### config.mk
export PLATFORM = sky130hd
export DESIGN_NAME = dma_regfile
export DESIGN_NICKNAME = d
export VERILOG_FILES = /design/src/rtl/dmarf_pkg.sv /design/src/rtl/dmarf_decode.sv /design/src/rtl/dmarf_word.sv /design/src/rtl/dmarf_channel.sv /design/src/rtl/dmarf_ctrl.sv /design/src/rtl/dma_regfile.sv
export SDC_FILE = /design/constraint.sdc
export NUM_CORES = 1
export LEC_CHECK = 0
export BUFFER_PORTS_ARGS = -buffer_cell sky130_fd_sc_hd__buf_4
export CORE_MARGIN = 4
export CORE_UTILIZATION = 52
export DETAILED_ROUTE_END_ITERATION = 10
export HOLD_SLACK_MARGIN = 0.03
export MAX_ROUTING_LAYER = met4
export PLACE_DENSITY = 0.88
export SLEW_MARGIN = 20
export SYNTH_ARGS = -nofsm -noshare
export SYNTH_HDL_FRONTEND = slang
export SYNTH_SLANG_ARGS = --single-unit
### constraint.sdc
create_clock -name clk -period 2.3 [get_ports clk]
set_clock_uncertainty 0.1 [all_clocks]
set_input_delay 0.46 -clock clk [delete_from_list [all_inputs] [get_ports clk]]
set_output_delay 0.46 -clock clk [all_outputs]
set_load 0.005 [all_outputs]
### src/rtl/dmarf_pkg.sv
package dmarf_pkg;

  localparam logic [3:0] OFS_CMD    = 4'h8;
  localparam logic [3:0] OFS_MODE   = 4'hB;
  localparam logic [3:0] OFS_PTRCLR = 4'hC;

  typedef struct packed {
    logic rot_pri;
    logic fast_tim;
    logic ctrl_dis;
    logic ch0_hold;
    logic m2m_en;
  } cmd_t;

  localparam int CMDW = $bits(cmd_t);

endpackage

### src/rtl/dmarf_decode.sv
module dmarf_decode #(
  parameter int NCH = 4,
  parameter int RAW = 4
) (
  input  logic                   clk,
  input  logic                   rst,
  input  logic                   cs,
  input  logic                   rd_en,
  input  logic                   wr_en,
  input  logic [RAW-1:0]         addr,
  output logic                   ptr_hi,
  output logic [$clog2(NCH)-1:0] sel_ch,
  output logic                   sel_cnt,
  output logic                   chreg_wr,
  output logic                   chreg_rd,
  output logic                   any_rd,
  output logic                   cmd_wr,
  output logic                   mode_wr
);
  import dmarf_pkg::*;

  localparam int CHW = $clog2(NCH);
  localparam logic [RAW-1:0] CH_SPAN = RAW'(2 * NCH);

  logic wr_act, in_region, ptr_clr;

  assign wr_act    = cs && wr_en;
  assign any_rd    = cs && rd_en && !wr_en;
  assign in_region = addr < CH_SPAN;
  assign chreg_wr  = wr_act && in_region;
  assign chreg_rd  = any_rd && in_region;
  assign ptr_clr   = wr_act && (addr == OFS_PTRCLR);
  assign cmd_wr    = wr_act && (addr == OFS_CMD);
  assign mode_wr   = wr_act && (addr == OFS_MODE);
  assign sel_cnt   = addr[0];
  assign sel_ch    = addr[CHW:1];

  always_ff @(posedge clk) begin
    if (rst)                       ptr_hi <= 1'b0;
    else if (ptr_clr)              ptr_hi <= 1'b0;
    else if (chreg_wr || chreg_rd) ptr_hi <= ~ptr_hi;
  end

  AST_PTR_CLEAR: assert property (@(posedge clk) disable iff (rst)
    ptr_clr |=> !ptr_hi);
  AST_PTR_TOGGLE: assert property (@(posedge clk) disable iff (rst)
    (chreg_wr || chreg_rd) |=> (ptr_hi != $past(ptr_hi)));
  AST_PTR_IDLE: assert property (@(posedge clk) disable iff (rst)
    (!chreg_wr && !chreg_rd && !ptr_clr) |=> $stable(ptr_hi));

endmodule

### src/rtl/dmarf_word.sv
module dmarf_word #(
  parameter int WW = 16
) (
  input  logic          clk,
  input  logic          rst,
  input  logic          cpu_wr,
  input  logic          hi,
  input  logic [WW/2-1:0] wdata,
  input  logic          eng_en,
  input  logic [WW-1:0] eng_val,
  input  logic          rld_en,
  output logic [WW-1:0] cur,
  output logic [WW-1:0] base
);
  localparam int BW = WW / 2;

  logic [WW-1:0] cur_nxt;

  always_comb begin
    cur_nxt = cur;
    if (rld_en)      cur_nxt = base;
    else if (eng_en) cur_nxt = eng_val;
    if (cpu_wr) begin
      if (hi) cur_nxt[WW-1:BW] = wdata;
      else    cur_nxt[BW-1:0]  = wdata;
    end
  end

  always_ff @(posedge clk) begin
    if (rst) begin
      cur  <= '0;
      base <= '0;
    end else begin
      cur <= cur_nxt;
      if (cpu_wr) begin
        if (hi) base[WW-1:BW] <= wdata;
        else    base[BW-1:0]  <= wdata;
      end
    end
  end

  AST_BASE_HOLD: assert property (@(posedge clk) disable iff (rst)
    !cpu_wr |=> $stable(base));
  AST_RELOAD: assert property (@(posedge clk) disable iff (rst)
    (rld_en && !cpu_wr) |=> (cur == $past(base)));
  AST_CPU_WINS_HI: assert property (@(posedge clk) disable iff (rst)
    (cpu_wr && hi) |=> (cur[WW-1:BW] == $past(wdata)));
  AST_CPU_WINS_LO: assert property (@(posedge clk) disable iff (rst)
    (cpu_wr && !hi) |=> (cur[BW-1:0] == $past(wdata)));

endmodule

### src/rtl/dmarf_channel.sv
module dmarf_channel #(
  parameter int WW = 16
) (
  input  logic            clk,
  input  logic            rst,
  input  logic            wr_addr,
  input  logic            wr_cnt,
  input  logic            hi,
  input  logic [WW/2-1:0] wdata,
  input  logic            upd_en,
  input  logic [WW-1:0]   upd_addr,
  input  logic [WW-1:0]   upd_cnt,
  input  logic            rld_en,
  output logic [WW-1:0]   cur_addr,
  output logic [WW-1:0]   cur_cnt,
  output logic [WW-1:0]   base_addr,
  output logic [WW-1:0]   base_cnt
);

  dmarf_word #(.WW(WW)) u_addr (
    .clk(clk), .rst(rst), .cpu_wr(wr_addr), .hi(hi), .wdata(wdata),
    .eng_en(upd_en), .eng_val(upd_addr), .rld_en(rld_en),
    .cur(cur_addr), .base(base_addr)
  );

  dmarf_word #(.WW(WW)) u_cnt (
    .clk(clk), .rst(rst), .cpu_wr(wr_cnt), .hi(hi), .wdata(wdata),
    .eng_en(upd_en), .eng_val(upd_cnt), .rld_en(rld_en),
    .cur(cur_cnt), .base(base_cnt)
  );

  AST_ONE_REG_WR: assert property (@(posedge clk) disable iff (rst)
    !(wr_addr && wr_cnt));

endmodule

### src/rtl/dmarf_ctrl.sv
module dmarf_ctrl #(
  parameter int NCH  = 4,
  parameter int BUSW = 8
) (
  input  logic                                  clk,
  input  logic                                  rst,
  input  logic                                  cmd_wr,
  input  logic                                  mode_wr,
  input  logic [BUSW-1:0]                       wdata,
  output logic [NCH-1:0][BUSW-$clog2(NCH)-1:0]  mode_q,
  output dmarf_pkg::cmd_t                       cmd_q
);
  import dmarf_pkg::*;

  localparam int CHW = $clog2(NCH);

  always_ff @(posedge clk) begin
    if (rst) begin
      mode_q <= '0;
      cmd_q  <= '0;
    end else begin
      if (cmd_wr) cmd_q <= cmd_t'(wdata[CMDW-1:0]);
      for (int i = 0; i < NCH; i++) begin
        if (mode_wr && (wdata[CHW-1:0] == CHW'(i)))
          mode_q[i] <= wdata[BUSW-1:CHW];
      end
    end
  end

  for (genvar g = 0; g < NCH; g++) begin : g_mode_chk
    AST_MODE_OTHERS: assert property (@(posedge clk) disable iff (rst)
      !(mode_wr && (wdata[CHW-1:0] == CHW'(g))) |=> $stable(mode_q[g]));
  end

  AST_CMD_HOLD: assert property (@(posedge clk) disable iff (rst)
    !cmd_wr |=> $stable(cmd_q));

endmodule

### src/rtl/dma_regfile.sv
module dma_regfile #(
  parameter int NCH  = 4,
  parameter int WW   = 16,
  parameter int BUSW = 8,
  parameter int RAW  = 4,
  localparam int CHW = $clog2(NCH),
  localparam int MW  = BUSW - CHW
) (
  input  logic              clk,
  input  logic              rst,
  input  logic              cs,
  input  logic              rd_en,
  input  logic              wr_en,
  input  logic [RAW-1:0]    addr,
  input  logic [BUSW-1:0]   wdata,
  output logic [BUSW-1:0]   rdata,
  input  logic              upd_en,
  input  logic [CHW-1:0]    upd_ch,
  input  logic [WW-1:0]     upd_addr,
  input  logic [WW-1:0]     upd_cnt,
  input  logic              rld_en,
  input  logic [CHW-1:0]    rld_ch,
  output logic [NCH*WW-1:0] cur_addr_o,
  output logic [NCH*WW-1:0] cur_cnt_o,
  output logic [NCH*WW-1:0] base_addr_o,
  output logic [NCH*WW-1:0] base_cnt_o,
  output logic [NCH*MW-1:0] mode_o,
  output logic              m2m_en_o,
  output logic              ch0_hold_o,
  output logic              ctrl_dis_o,
  output logic              fast_tim_o,
  output logic              rot_pri_o
);
  import dmarf_pkg::*;

  logic           ptr_hi, sel_cnt, chreg_wr, chreg_rd, any_rd, cmd_wr, mode_wr;
  logic [CHW-1:0] sel_ch;
  logic [NCH-1:0][WW-1:0] cur_a, cur_c;
  logic [NCH-1:0][MW-1:0] mode_q;
  cmd_t           cmd_q;
  logic [WW-1:0]  rd_word;

  dmarf_decode #(.NCH(NCH), .RAW(RAW)) u_dec (
    .clk(clk), .rst(rst), .cs(cs), .rd_en(rd_en), .wr_en(wr_en), .addr(addr),
    .ptr_hi(ptr_hi), .sel_ch(sel_ch), .sel_cnt(sel_cnt),
    .chreg_wr(chreg_wr), .chreg_rd(chreg_rd), .any_rd(any_rd),
    .cmd_wr(cmd_wr), .mode_wr(mode_wr)
  );

  for (genvar c = 0; c < NCH; c++) begin : g_ch
    logic hit;
    assign hit = chreg_wr && (sel_ch == CHW'(c));
    dmarf_channel #(.WW(WW)) u_ch (
      .clk(clk), .rst(rst),
      .wr_addr(hit && !sel_cnt), .wr_cnt(hit && sel_cnt),
      .hi(ptr_hi), .wdata(wdata),
      .upd_en(upd_en && (upd_ch == CHW'(c))),
      .upd_addr(upd_addr), .upd_cnt(upd_cnt),
      .rld_en(rld_en && (rld_ch == CHW'(c))),
      .cur_addr(cur_a[c]), .cur_cnt(cur_c[c]),
      .base_addr(base_addr_o[c*WW +: WW]), .base_cnt(base_cnt_o[c*WW +: WW])
    );
    assign cur_addr_o[c*WW +: WW] = cur_a[c];
    assign cur_cnt_o[c*WW +: WW]  = cur_c[c];
    assign mode_o[c*MW +: MW]     = mode_q[c];
  end

  dmarf_ctrl #(.NCH(NCH), .BUSW(BUSW)) u_ctrl (
    .clk(clk), .rst(rst), .cmd_wr(cmd_wr), .mode_wr(mode_wr), .wdata(wdata),
    .mode_q(mode_q), .cmd_q(cmd_q)
  );

  assign m2m_en_o   = cmd_q.m2m_en;
  assign ch0_hold_o = cmd_q.ch0_hold;
  assign ctrl_dis_o = cmd_q.ctrl_dis;
  assign fast_tim_o = cmd_q.fast_tim;
  assign rot_pri_o  = cmd_q.rot_pri;

  assign rd_word = sel_cnt ? cur_c[sel_ch] : cur_a[sel_ch];

  always_ff @(posedge clk) begin
    if (rst)           rdata <= '0;
    else if (chreg_rd) rdata <= ptr_hi ? rd_word[WW-1:WW-BUSW] : rd_word[BUSW-1:0];
    else if (any_rd)   rdata <= '0;
  end

  AST_WO_READ_ZERO: assert property (@(posedge clk) disable iff (rst)
    (any_rd && !chreg_rd) |=> (rdata == '0));
  AST_RDATA_HOLD: assert property (@(posedge clk) disable iff (rst)
    !any_rd |=> $stable(rdata));

endmodule

== Word-level counts from Yosys, hierarchy flattened ==
Index checks and enable logic that the tools add are counted.
W data, S select, Z words.

* Flip-flop bits (word level): 294
* Bits in latches: 0
* RAM bits: 0
* Bits in read-only memories: 0
* Output and inout port bits: 293
* Memories kept: 0

* $add $sub $neg: 0
* $mul: 0
* Div/mod/pow operators: 0
* $lt $le $gt $ge: 2
* Equality and inequality tests: 15
* Shift-type cells: 0
* Multiplexer cells: 48
* Bitwise logic cells: 1
* Reduce and logical (&&, ||, !) cells: 57

{| class="wikitable"
|+ Operators with widths
! cell !! count
|-
| $mux W16 || 27
|-
| $mux W8 || 19
|-
| $bmux W16 S2 || 2
|-
| $logic_and A1 B1 Y1 || 32
|-
| $reduce_and A2 Y1 || 16
|-
| $eq A2 B2 Y1 const B || 8
|-
| $eq A4 B4 Y1 const B || 3
|-
| $eq A2 B1 Y1 const B || 4
|-
| $logic_not A2 Y1 || 4
|-
| $lt A4 B4 Y1 const B || 1
|-
| $lt A2 B3 Y1 const B || 1
|-
| $logic_not A1 Y1 || 2
|-
| $reduce_bool A2 Y1 || 1
|-
| $reduce_or A2 Y1 || 1
|-
| $logic_or A1 B1 Y1 || 1
|-
| $not A1 Y1 || 1
|}

== Longest topological paths before layout ==
Gate-level depths: netlist (run 1).

* Depth in word-level cells: 6
* Depth in mapped cells: 7
* Gate-level depth less buffers: 4

== Hierarchy ==
A second synthesis (run 1) with hierarchy kept.

* Cells, all modules: 1575
* Area, all modules: 14995.6 um2

{| class="wikitable"
|+ By module, submodules not included
! module !! times used !! cells an instance !! area an instance (um2) !! sequential area each (um2)
|-
| dmarf_word || 8 || 161 || 1525.2 || 640.6
|-
| dma_regfile || 1 || 162 || 1511.4 || 160.2
|-
| dmarf_ctrl || 1 || 105 || 1147.4 || 580.6
|-
| dmarf_decode || 1 || 20 || 135.1 || 20.0
|}

== Worst setup path after synthesis (run 1) ==
No wires, ideal clock.

* Kind: input port to flip-flop
* Start point: input port addr[1]
* End point: register rdata[0]
* Library setup time: 0.131 ns
* Arrival: 1.692 ns
* Required time: 2.069 ns
* Setup slack: 0.377 ns
* Stages: 5
* Path through: buf_4 -> buf_2 -> mux4_2 -> a22oi_1 -> o211ai_1

* Cells in the longest elaborated chain, start to end: 5
* Elaborated cells on any way between the ends: 10
* Those cells by class: 1 x order compare; 7 x mux; 2 x reduce/logical

{| class="wikitable"
|+ Ends and longest elaborated chain
! item !! line !! source
|-
| from (decl) || dma_regfile.sv:14 || <nowiki>input logic [RAW-1:0] addr,</nowiki>
|-
| $bmux W16 S2 || dma_regfile.sv:79 || <nowiki>assign rd_word = sel_cnt ? cur_c[sel_ch] : cur_a[sel_ch];</nowiki>
|-
| $mux W16 (not written as such) || dma_regfile.sv:79 ||
|-
| $mux W16 || dma_regfile.sv:79 ||
|-
| $mux W8 (2 in series) || dma_regfile.sv:83 || <nowiki>else if (chreg_rd) rdata <= ptr_hi ? rd_word[WW-1:WW-BUSW] : rd_word[BUSW-1:0];</nowiki>
|-
| to (signal assigned) || dma_regfile.sv:83 ||
|-
| to (decl) || dma_regfile.sv:16 || <nowiki>output logic [BUSW-1:0] rdata,</nowiki>
|}

Several ways; a longest one is shown, not always the timed one. The select of a mux whose other input is x is not followed.
A chain may end at the register's enable or synchronous reset.

== Worst setup path in the final report (run 1) ==
* Start point: register u_dec.ptr_hi
* End point: register rdata[7]

* Cells in the longest elaborated chain, start to end: 2

{| class="wikitable"
|+ Ends and longest elaborated chain
! item !! line !! source
|-
| from (decl) || dmarf_decode.sv:11 || <nowiki>output logic ptr_hi,</nowiki>
|-
| from (signal assigned) || dmarf_decode.sv:41 || <nowiki>else if (chreg_wr || chreg_rd) ptr_hi <= ~ptr_hi;</nowiki>
|-
| $mux W8 (2 in series) || dma_regfile.sv:83 ||
|}

No other way between the ends.

==> results of run 1 <==
[worst max path at each step]
| stage | depth (start not counted) | slack [ns] | to | startpoint |
|---|---|---|---|---|
| finish | 4 | 0.25 | rdata[7]$_SDFFE_PP0P_ | u_dec.ptr_hi$_SDFFE_PP0P_ |
| detailed placement | 5 | 0.1 | rdata[7]$_SDFFE_PP0P_ | wr_en |
| floorplan | 5 | 0.38 | rdata[0]$_SDFFE_PP0P_ | addr[1] |
| global route | 4 | 0.15 | rdata[7]$_SDFFE_PP0P_ | u_dec.ptr_hi$_SDFFE_PP0P_ |
| CTS | 4 | 0.32 | rdata[7]$_SDFFE_PP0P_ | u_dec.ptr_hi$_SDFFE_PP0P_ |
| global placement | 5 | 0.10 | rdata[6]$_SDFFE_PP0P_ | wr_en |
[placed cells by master, fill, tap and decap left out, types with 5 or more instances in the layout]
cell / Yosys / layout
a22oi_1: 7 / 7
nor3_2: 9 / 9
nand3b_1: 11 / 11
nand2_1: 523 / 523
buf_12: 0 / 9
nor2_1: 155 / 155
o21ai_0: 6 / 6
bufinv_16: 0 / 6
clkbuf_16: 0 / 31
a31o_2: 128 / 128
o22ai_1: 128 / 128
o211ai_1: 7 / 7
a21oi_1: 128 / 128
or3_1: 5 / 5
clkbuf_8: 0 / 8
buf_4: 4 / 419
nand3_1: 11 / 10
mux4_2: 32 / 32
mux2i_1: 32 / 32
clkinv_2: 0 / 5
nand2b_1: 29 / 29
and3_1: 7 / 7
dfxtp_1: 294 / 294
[metal layers]
layer | track usage [%] | vias up | share of wire [%]
met2 | 58.57 | 1375 | 42
met1 | 55.49 | 7112 | 37
met4 | 15.63 | 0 | 5.4
met3 | 9.059 | 247 | 15
li1 | - | 6534 | -
met5 | - | - | 0
[layout make-up]
class                           instances  share of cell area, %
Clock inverter                         16                  1.371
Sequential cell                       294                  32.91
Antenna cell                            1                0.01399
Clock buffer                           40                  4.974
Multi-Input combinational cell       1248                  39.68
Tap cell                              335                  2.344
Timing Repair Buffer                  429                  18.66
Inverter                                2                0.04198
[worst register-to-register path, cell delays in order, from the launching register on]
cell	delay [ns]
dfxtp_1	0.45
nand2_1	0.27
nor3b_1	0.80
a22oi_1	0.22
o211ai_1	0.14
[through the flow]
step	utilization [%]	total power (W)	setup WS [ns]	cells
after floorplan	-	0.006357	0.3768	1702
after global placement	64.63	0.007162	0.1043	2308
after detailed placement	64.63	0.007189	0.09794	2308
after CTS	69.01	0.01261	0.3216	2364
after global routing	69.02	0.01297	0.1506	2365
final	69.02	0.01270	0.2493	2365
[flip-flops by register name, summed over array words and instances, names as in the netlist]
register,cells
rdata,8
g_ch.u_ch.u_cnt.base,64
g_ch.u_ch.u_cnt.cur,64
g_ch.u_ch.u_addr.base,64
u_ctrl.mode_q,24
u_dec.ptr_hi,1
u_ctrl.cmd_q,5
g_ch.u_ch.u_addr.cur,64
[report_power, final]
group          switching, W  internal, W
logic              0.000900     0.000760
clock network       0.00216      0.00338
registers          0.000242      0.00525
total               0.00330      0.00940
[cells by family after synthesis]
kind of cell,share of synthesized area [%]
xor+xnor,0.06421
compound gates,19.99
simple gates,24.26
mux,7.631
flops,43.14
buf+inv,4.916
==> run summary, run 1 <==
Static Leakage = 7.304 nW
TritonCTS buffer count = 30
Avg WL per Cell = 25.36 um
Worst Hold End = g_ch[2].u_ch.u_cnt.base[3]$_SDFFE_PP0P_
Vias in the first global route = 13940
Max-slew violation count = 0
Count of TritonRoute iterations in the first routing pass = 8
Synthesized area per cell = 8.015 sq um
Start point of the worst min-delay path = wdata[3]
Critical Setup Path Class = reg2reg
Wire length of the first global-routing pass = 87280 um
Worst hold path class = in2reg
DP Area = 16750 sq um
Reg-to-reg startpoint = u_dec.ptr_hi$_SDFFE_PP0P_
Sequential cell area = 5886 sq um
Cells along the critical path = nand2_1 > nor3b_1 > a22oi_1 > o211ai_1
Async S/R FF share, synth = 0%
Net count after synthesis = 1757
Largest fanout on the critical path = 8
Core area = 25910 sq um
Clock tree from TritonCTS = done
Largest voltage drop on the vdd net = 0.5612 mV
Arrival time at the worst endpoint = 2.44 ns
Largest cells by area after synthesis = dfxtp_1 43%, nand2_1 14%, a31o_2 8.2%
Final-layout setup total negative slack = 0 ns
Initial antenna violation count = 1
DRT Wirelength = 59970 um
Fraction of layout instances using a drive strength above 1 = 32.87%
Height of the chip = 170.0 um
GRT Util Overall = 40.50%
Power density over the cells = 710.2 nW/um^2
Pin count of the biggest net entering global routing = 65
Number of unique standard cell types used by synthesis = 43
Most used DFF post-synth = dfxtp_1
Final min period = 2.051 ns
Cell with the largest stage delay on the worst path = nor3b_1
Number of cells produced by synthesis = 1702
Fill count = 2021
Number of placement rows = 59
Post-synth top area cell = dfxtp_1
Post-route fraction of the period consumed by the critical path = 89.16%
Effective utilization at floorplan = 52.65%
Number of failing setup endpoints in the final timing report = 0
Die ar. = 28890 sq um
Launching element type of the critical path = register
Remaining global-route overflow = 0
Routability congestion estimate = 1.072
Violation count after the first detailed-routing iteration = 2872
Share of the synthesized area in the top cell type = 43.14%
Number of buffers inserted by port buffering = 347
Critical register-to-register path endpoint = rdata[7]$_SDFFE_PP0P_
Unrepaired setup endpoints after global routing = false
Status = finished clean
Detailed Place HPWL = 43330 um
CTS H-tree lvls = 1
Delay of the slowest critical-path stage = 0.80 ns
Sink Count = 294
Total vias in the final route = 15270
Number of cells traversed by the worst register-to-register path = 4
Top cells by count, synth = 523 x nand2_1, 294 x dfxtp_1, 155 x nor2_1
Total Nets Final = 2060
Buffer depth of the longest clock path = 3
Count of yosys warnings during synthesis = 0
Critical Path End Type = register
Hold Crit Depth = 3
Root cell of the clock tree = clkbuf_16
Part of the Yosys area used for sequential elements = 43.14%
Area used by multi-input combinational logic = 7097 sq um
Postcts setup bufs = 0
Combined area of all synthesized cells = 13640 sq um
Number of nets with antenna violations after detailed routing = 0
CP delay by family, top = simple AND/OR/NAND/NOR gates
Routed via count divided by cell count = 6.456
Clock-pin transition on the worst setup and hold timing paths = 0.07 ns
Max cap viols = 0
Highest attainable clock frequency = 0.4876 GHz
Area added between synthesis and finish = 31.09%
Hold slack = 0.1789 ns
Critical path required time = 2.69 ns
Number of cells upsized or downsized after cts = 0
Width of the die = 170.0 um
Leading cell type by number of instances after synthesis = nand2_1
Remaining max-slew budget at the tightest pin = 33.85%
Number of enable-type register cells in the synthesized netlist = 0
Post-route DRC = 0
Number of failing hold endpoints at the final stage = 0
Number of primary I/O pins = 348
Flop-to-flop setup slack = 0.25 ns
Crit path buffers/inverters = 0
Clk_lat worst skew = 0.56 ns
Count of state elements after synthesis = 294
Transition time at the pin with the least slew margin = 0.9876 ns
Post-route cell area = 17880 sq um
Count of hold buffers inserted by post-cts repair = 0
No activity file was read; power rests on OpenSTA's default activity.
==> run 2, diff against run 1 <==
--- a/config.mk
+++ b/config.mk
@@ -6,13 +6,15 @@
 export NUM_CORES = 1
 export LEC_CHECK = 0
 export BUFFER_PORTS_ARGS = -buffer_cell sky130_fd_sc_hd__buf_4
+export CORE_ASPECT_RATIO = 0.8
 export CORE_MARGIN = 4
-export CORE_UTILIZATION = 52
+export CORE_UTILIZATION = 45
 export DETAILED_ROUTE_END_ITERATION = 10
 export HOLD_SLACK_MARGIN = 0.03
 export MAX_ROUTING_LAYER = met4
-export PLACE_DENSITY = 0.88
+export PLACE_DENSITY = 0.79
 export SLEW_MARGIN = 20
 export SYNTH_ARGS = -nofsm -noshare
 export SYNTH_HDL_FRONTEND = slang
+export SYNTH_HIERARCHICAL = 1
 export SYNTH_SLANG_ARGS = --single-unit
==> run 2 against run 1 <==
Effect of this change:
- sequential power fell by 0.9%
- final cell count is 0.72% lower
- worst setup slack gained 0.13 ns
- global-route usage is 9.6 points lower
- largest cell class unchanged
==> run summary, run 2 <==
Postcts setup bufs = 0 (unchanged)
GRT Util Overall = 30.94% (-9.6 points)
Core area = 32700 sq um (+26%)
Leading cell type by number of instances after synthesis = dfxtp_1
Count of hold buffers inserted by post-cts repair = 0 (unchanged)
Detailed Place HPWL = 41530 um (-4.1%)
Net count after synthesis = 1630 (-7.2%)
Largest cells by area after synthesis = dfxtp_1 39%, a21oi_1 8.7%, mux2_4 8.0%
Post-synth top area cell = dfxtp_1
Worst Hold End = u_dec/ptr_hi$_SDFFE_PP0P_
Most frequent cells in the layout = 405 x buf_4, 294 x dfxtp_1, 279 x nand2_1
Number of enable-type register cells in the synthesized netlist = 0 (unchanged)
Die ar. = 36330 sq um (+26%)
Pin count of the biggest net entering global routing = 77 (+18%)
Count of yosys warnings during synthesis = 6 (+6)
Largest fanout on the critical path = 17 (+9)
Power, Total = 0.01242 W (-2.2%)
Delay of the slowest critical-path stage = 0.64 ns (-0.16 ns)
Flop-to-flop setup slack = 0.38 ns (+0.13 ns)
Highest attainable clock frequency = 0.5218 GHz (+7.0%)
Critical path required time = 2.67 ns (-0.02 ns)
Launching element type of the critical path = register
Initial antenna violation count = 1 (unchanged)
Clock tree from TritonCTS = done
Arrival time at the worst endpoint = 2.29 ns (-0.15 ns)
Status = finished clean
Reg-to-reg startpoint = u_dec/ptr_hi$_SDFFE_PP0P_
Count of TritonRoute iterations in the first routing pass = 5 (-3)
Largest voltage drop on the vdd net = 0.4550 mV (-19%)
Top cells by count, synth = 294 x dfxtp_1, 279 x nand2_1, 261 x a21oi_1, 129 x nand2b_1
Critical Setup Path Class = reg2reg
Number of placement rows = 59 (unchanged)
Number of failing hold endpoints at the final stage = 0 (unchanged)
Power density over the cells = 652.2 nW/um^2 (-8.2%)
Max cap viols = 0 (unchanged)
Unrepaired setup endpoints after global routing = false
Violation count after the first detailed-routing iteration = 1742 (-39%)
Effective utilization at floorplan = 45.85% (-6.8 points)
Remaining max-slew budget at the tightest pin = 65.93% (+32 points)
Remaining global-route overflow = 0 (unchanged)
Max-slew violation count = 0 (unchanged)
Critical Path End Type = register
Most used DFF post-synth = dfxtp_1
Width of the die = 212.1 um (+25%)
Part of the Yosys area used for sequential elements = 39.25% (-3.9 points)
Final WS setup = 0.3836 ns (+0.1343 ns)
Number of cells produced by synthesis = 1575 (-7.5%)
Cell with the largest stage delay on the worst path = dfxtp_1
Number of failing setup endpoints in the final timing report = 0 (unchanged)
Post-route fraction of the period consumed by the critical path = 83.32% (-5.8 points)
Clock-pin transition on the worst setup and hold timing paths = 0.07 ns (about the same)
Buffer depth of the longest clock path = 3 (unchanged)
Root cell of the clock tree = clkbuf_16
Routed via count divided by cell count = 5.869 (-9.1%)
Worst hold path class = in2reg
Sink Count = 294 (unchanged)
Total Nets Final = 1953 (-5.2%)
Top cell by count, worst path = buf_4
Area added between synthesis and finish = 26.95%
Routability congestion estimate = 0.9224 (-14%)
CTS H-tree lvls = 1 (unchanged)
Clk_lat worst skew = 0.56 ns (about the same)
Critical register-to-register path endpoint = g_ch[2].u_ch/u_addr/cur[6]$_SDFF_PP0_
Share of the synthesized area in the top cell type = 39.25% (-3.9 points)
Height of the chip = 171.3 um (+0.77%)
Synthesized area per cell = 9.521 sq um (+19%)
Filler-free cell count of the finished design = 2348 (-0.72%)
Wire length of the first global-routing pass = 83700 um (-4.1%)
Share of the core filled with cells = 58.21% (-11 points)
Hold Crit Depth = 4 (+1)
Antenna Diode Count = 0 (-1)
TritonCTS buffer count = 30 (unchanged)
Start point of the worst min-delay path = cs
Vias in the first global route = 13070 (-6.3%)
Number of unique standard cell types used by synthesis = 43 (unchanged)
Cells along the critical path = buf_4 > nand2b_1 > buf_4 > o211ai_2 > a21oi_1
Pre-CTS setup slack = 0.1246 ns (+0.02663 ns)
Number of placed cells counting well taps = 2293 (-0.65%)
Number of cells traversed by the worst register-to-register path = 5 (+1)
Total vias in the final route = 13780 (-9.7%)
Number of primary I/O pins = 348 (unchanged)
Fraction of layout instances using a drive strength above 1 = 36.60% (+3.7 points)
Static Leakage = 7.745 nW (+6.0%)
Final-layout setup total negative slack = 0 ns (unchanged)
Avg WL per Cell = 24.69 um (-2.6%)
Number of nets with antenna violations after detailed routing = 0 (unchanged)
Post-route DRC = 0 (unchanged)
DRT Wirelength = 57970 um (-3.3%)
Number of buffers inserted by port buffering = 347 (unchanged)
Async S/R FF share, synth = 0% (unchanged)
Number of cells upsized or downsized after cts = 0 (unchanged)
Final min period = 1.916 ns (-0.1343 ns)
Combined area of all synthesized cells = 15000 sq um (+9.9%)
Most common library cell in the layout ignoring fill and taps = buf_4
Transition time at the pin with the least slew margin = 0.5103 ns (-0.4774 ns)
Count of state elements after synthesis = 294 (unchanged)
[run 2: cell count changes after synthesis, sizes merged, moves of 20 or more]
cell / before / now
nor2: 155 / 20
mux2: 0 / 133
a21oi: 128 / 261
mux2i: 32 / 62
a31o: 128 / 0
nand2: 523 / 280
o211ai: 7 / 130
o22ai: 128 / 5
or2b: 0 / 40
nand2b: 29 / 131
clkbuf: 112 / 63
mux4: 32 / 12
[run 2: worst max path at each step]
stage	startpoint	endpoint	slack [ns]	cells after the start
finish	u_dec/ptr_hi$_SDFFE_PP0P_	g_ch[2].u_ch/u_addr/cur[6]$_SDFF_PP0_	0.38	5
detailed placement	cs	g_ch[2].u_ch/u_cnt/cur[8]$_SDFF_PP0_	0.12	9
global route	u_dec/ptr_hi$_SDFFE_PP0P_	g_ch[2].u_ch/u_addr/cur[7]$_SDFF_PP0_	0.35	5
CTS	u_dec/ptr_hi$_SDFFE_PP0P_	g_ch[2].u_ch/u_addr/cur[6]$_SDFF_PP0_	0.47	5
global placement	cs	g_ch[2].u_ch/u_cnt/cur[10]$_SDFF_PP0_	0.13	9
floorplan	addr[2]	g_ch[0].u_ch/u_addr/cur[14]$_SDFF_PP0_	0.12	10
[run 2: layout make-up]
cell class	instances	area [sq um]
well taps	427	534.3
clock inverters	8	120.1
clock buffers	47	925.9
flip-flops and latches	294	5886
multi-input cells	1154	8277
repair buffers	418	3294
fillers	2838	13670
[run 2: logic make-up (layout without fill, tap and decap cells)]
group / Yosys count / after routing / synth area share [%]
buffers and inverters: 127 / 473 / 5.799
AND/OR/NAND/NOR: 519 / 519 / 17.27
AO/OA/AOI/OAI: 428 / 428 / 19.65
flip-flops: 294 / 294 / 39.25
multiplexers: 207 / 207 / 18.03
[run 2: routing by layer]
layer | global-route usage, % | share of wire (%) | routed length (um)
met5 | - | 0 | 0
met4 | 10.71 | 4.2 | 2459
met3 | 6.382 | 10 | 5943
met2 | 45.36 | 43 | 25100
met1 | 42.61 | 42 | 24470
[run 2: power by group]
group / switching, W / total (W) / internal (W)
Clock: 0.00210 / 0.00518 / 0.00308
Sequential: 0.000191 / 0.00545 / 0.00526
Combinational: 0.000905 / 0.00179 / 0.000883
Total: 0.00319 / 0.0124 / 0.00923
[run 2: critical path, delay by kind of cell (launching register included)]
kind                   cells  cell delay, ns
AO/OA/AOI/OAI              2            0.33
buffers and inverters      2            0.58
AND/OR/NAND/NOR            1            0.17
flip-flops                 1            0.64
[run 2: metrics by stage]
step	hold slack (ns)	area (sq um)
floorplan	0.3597	15000
global placement	0.3536	17990
detailed placement	0.3574	17990
CTS	0.2009	19040
global route	0.2255	19040
finish	0.2271	19040
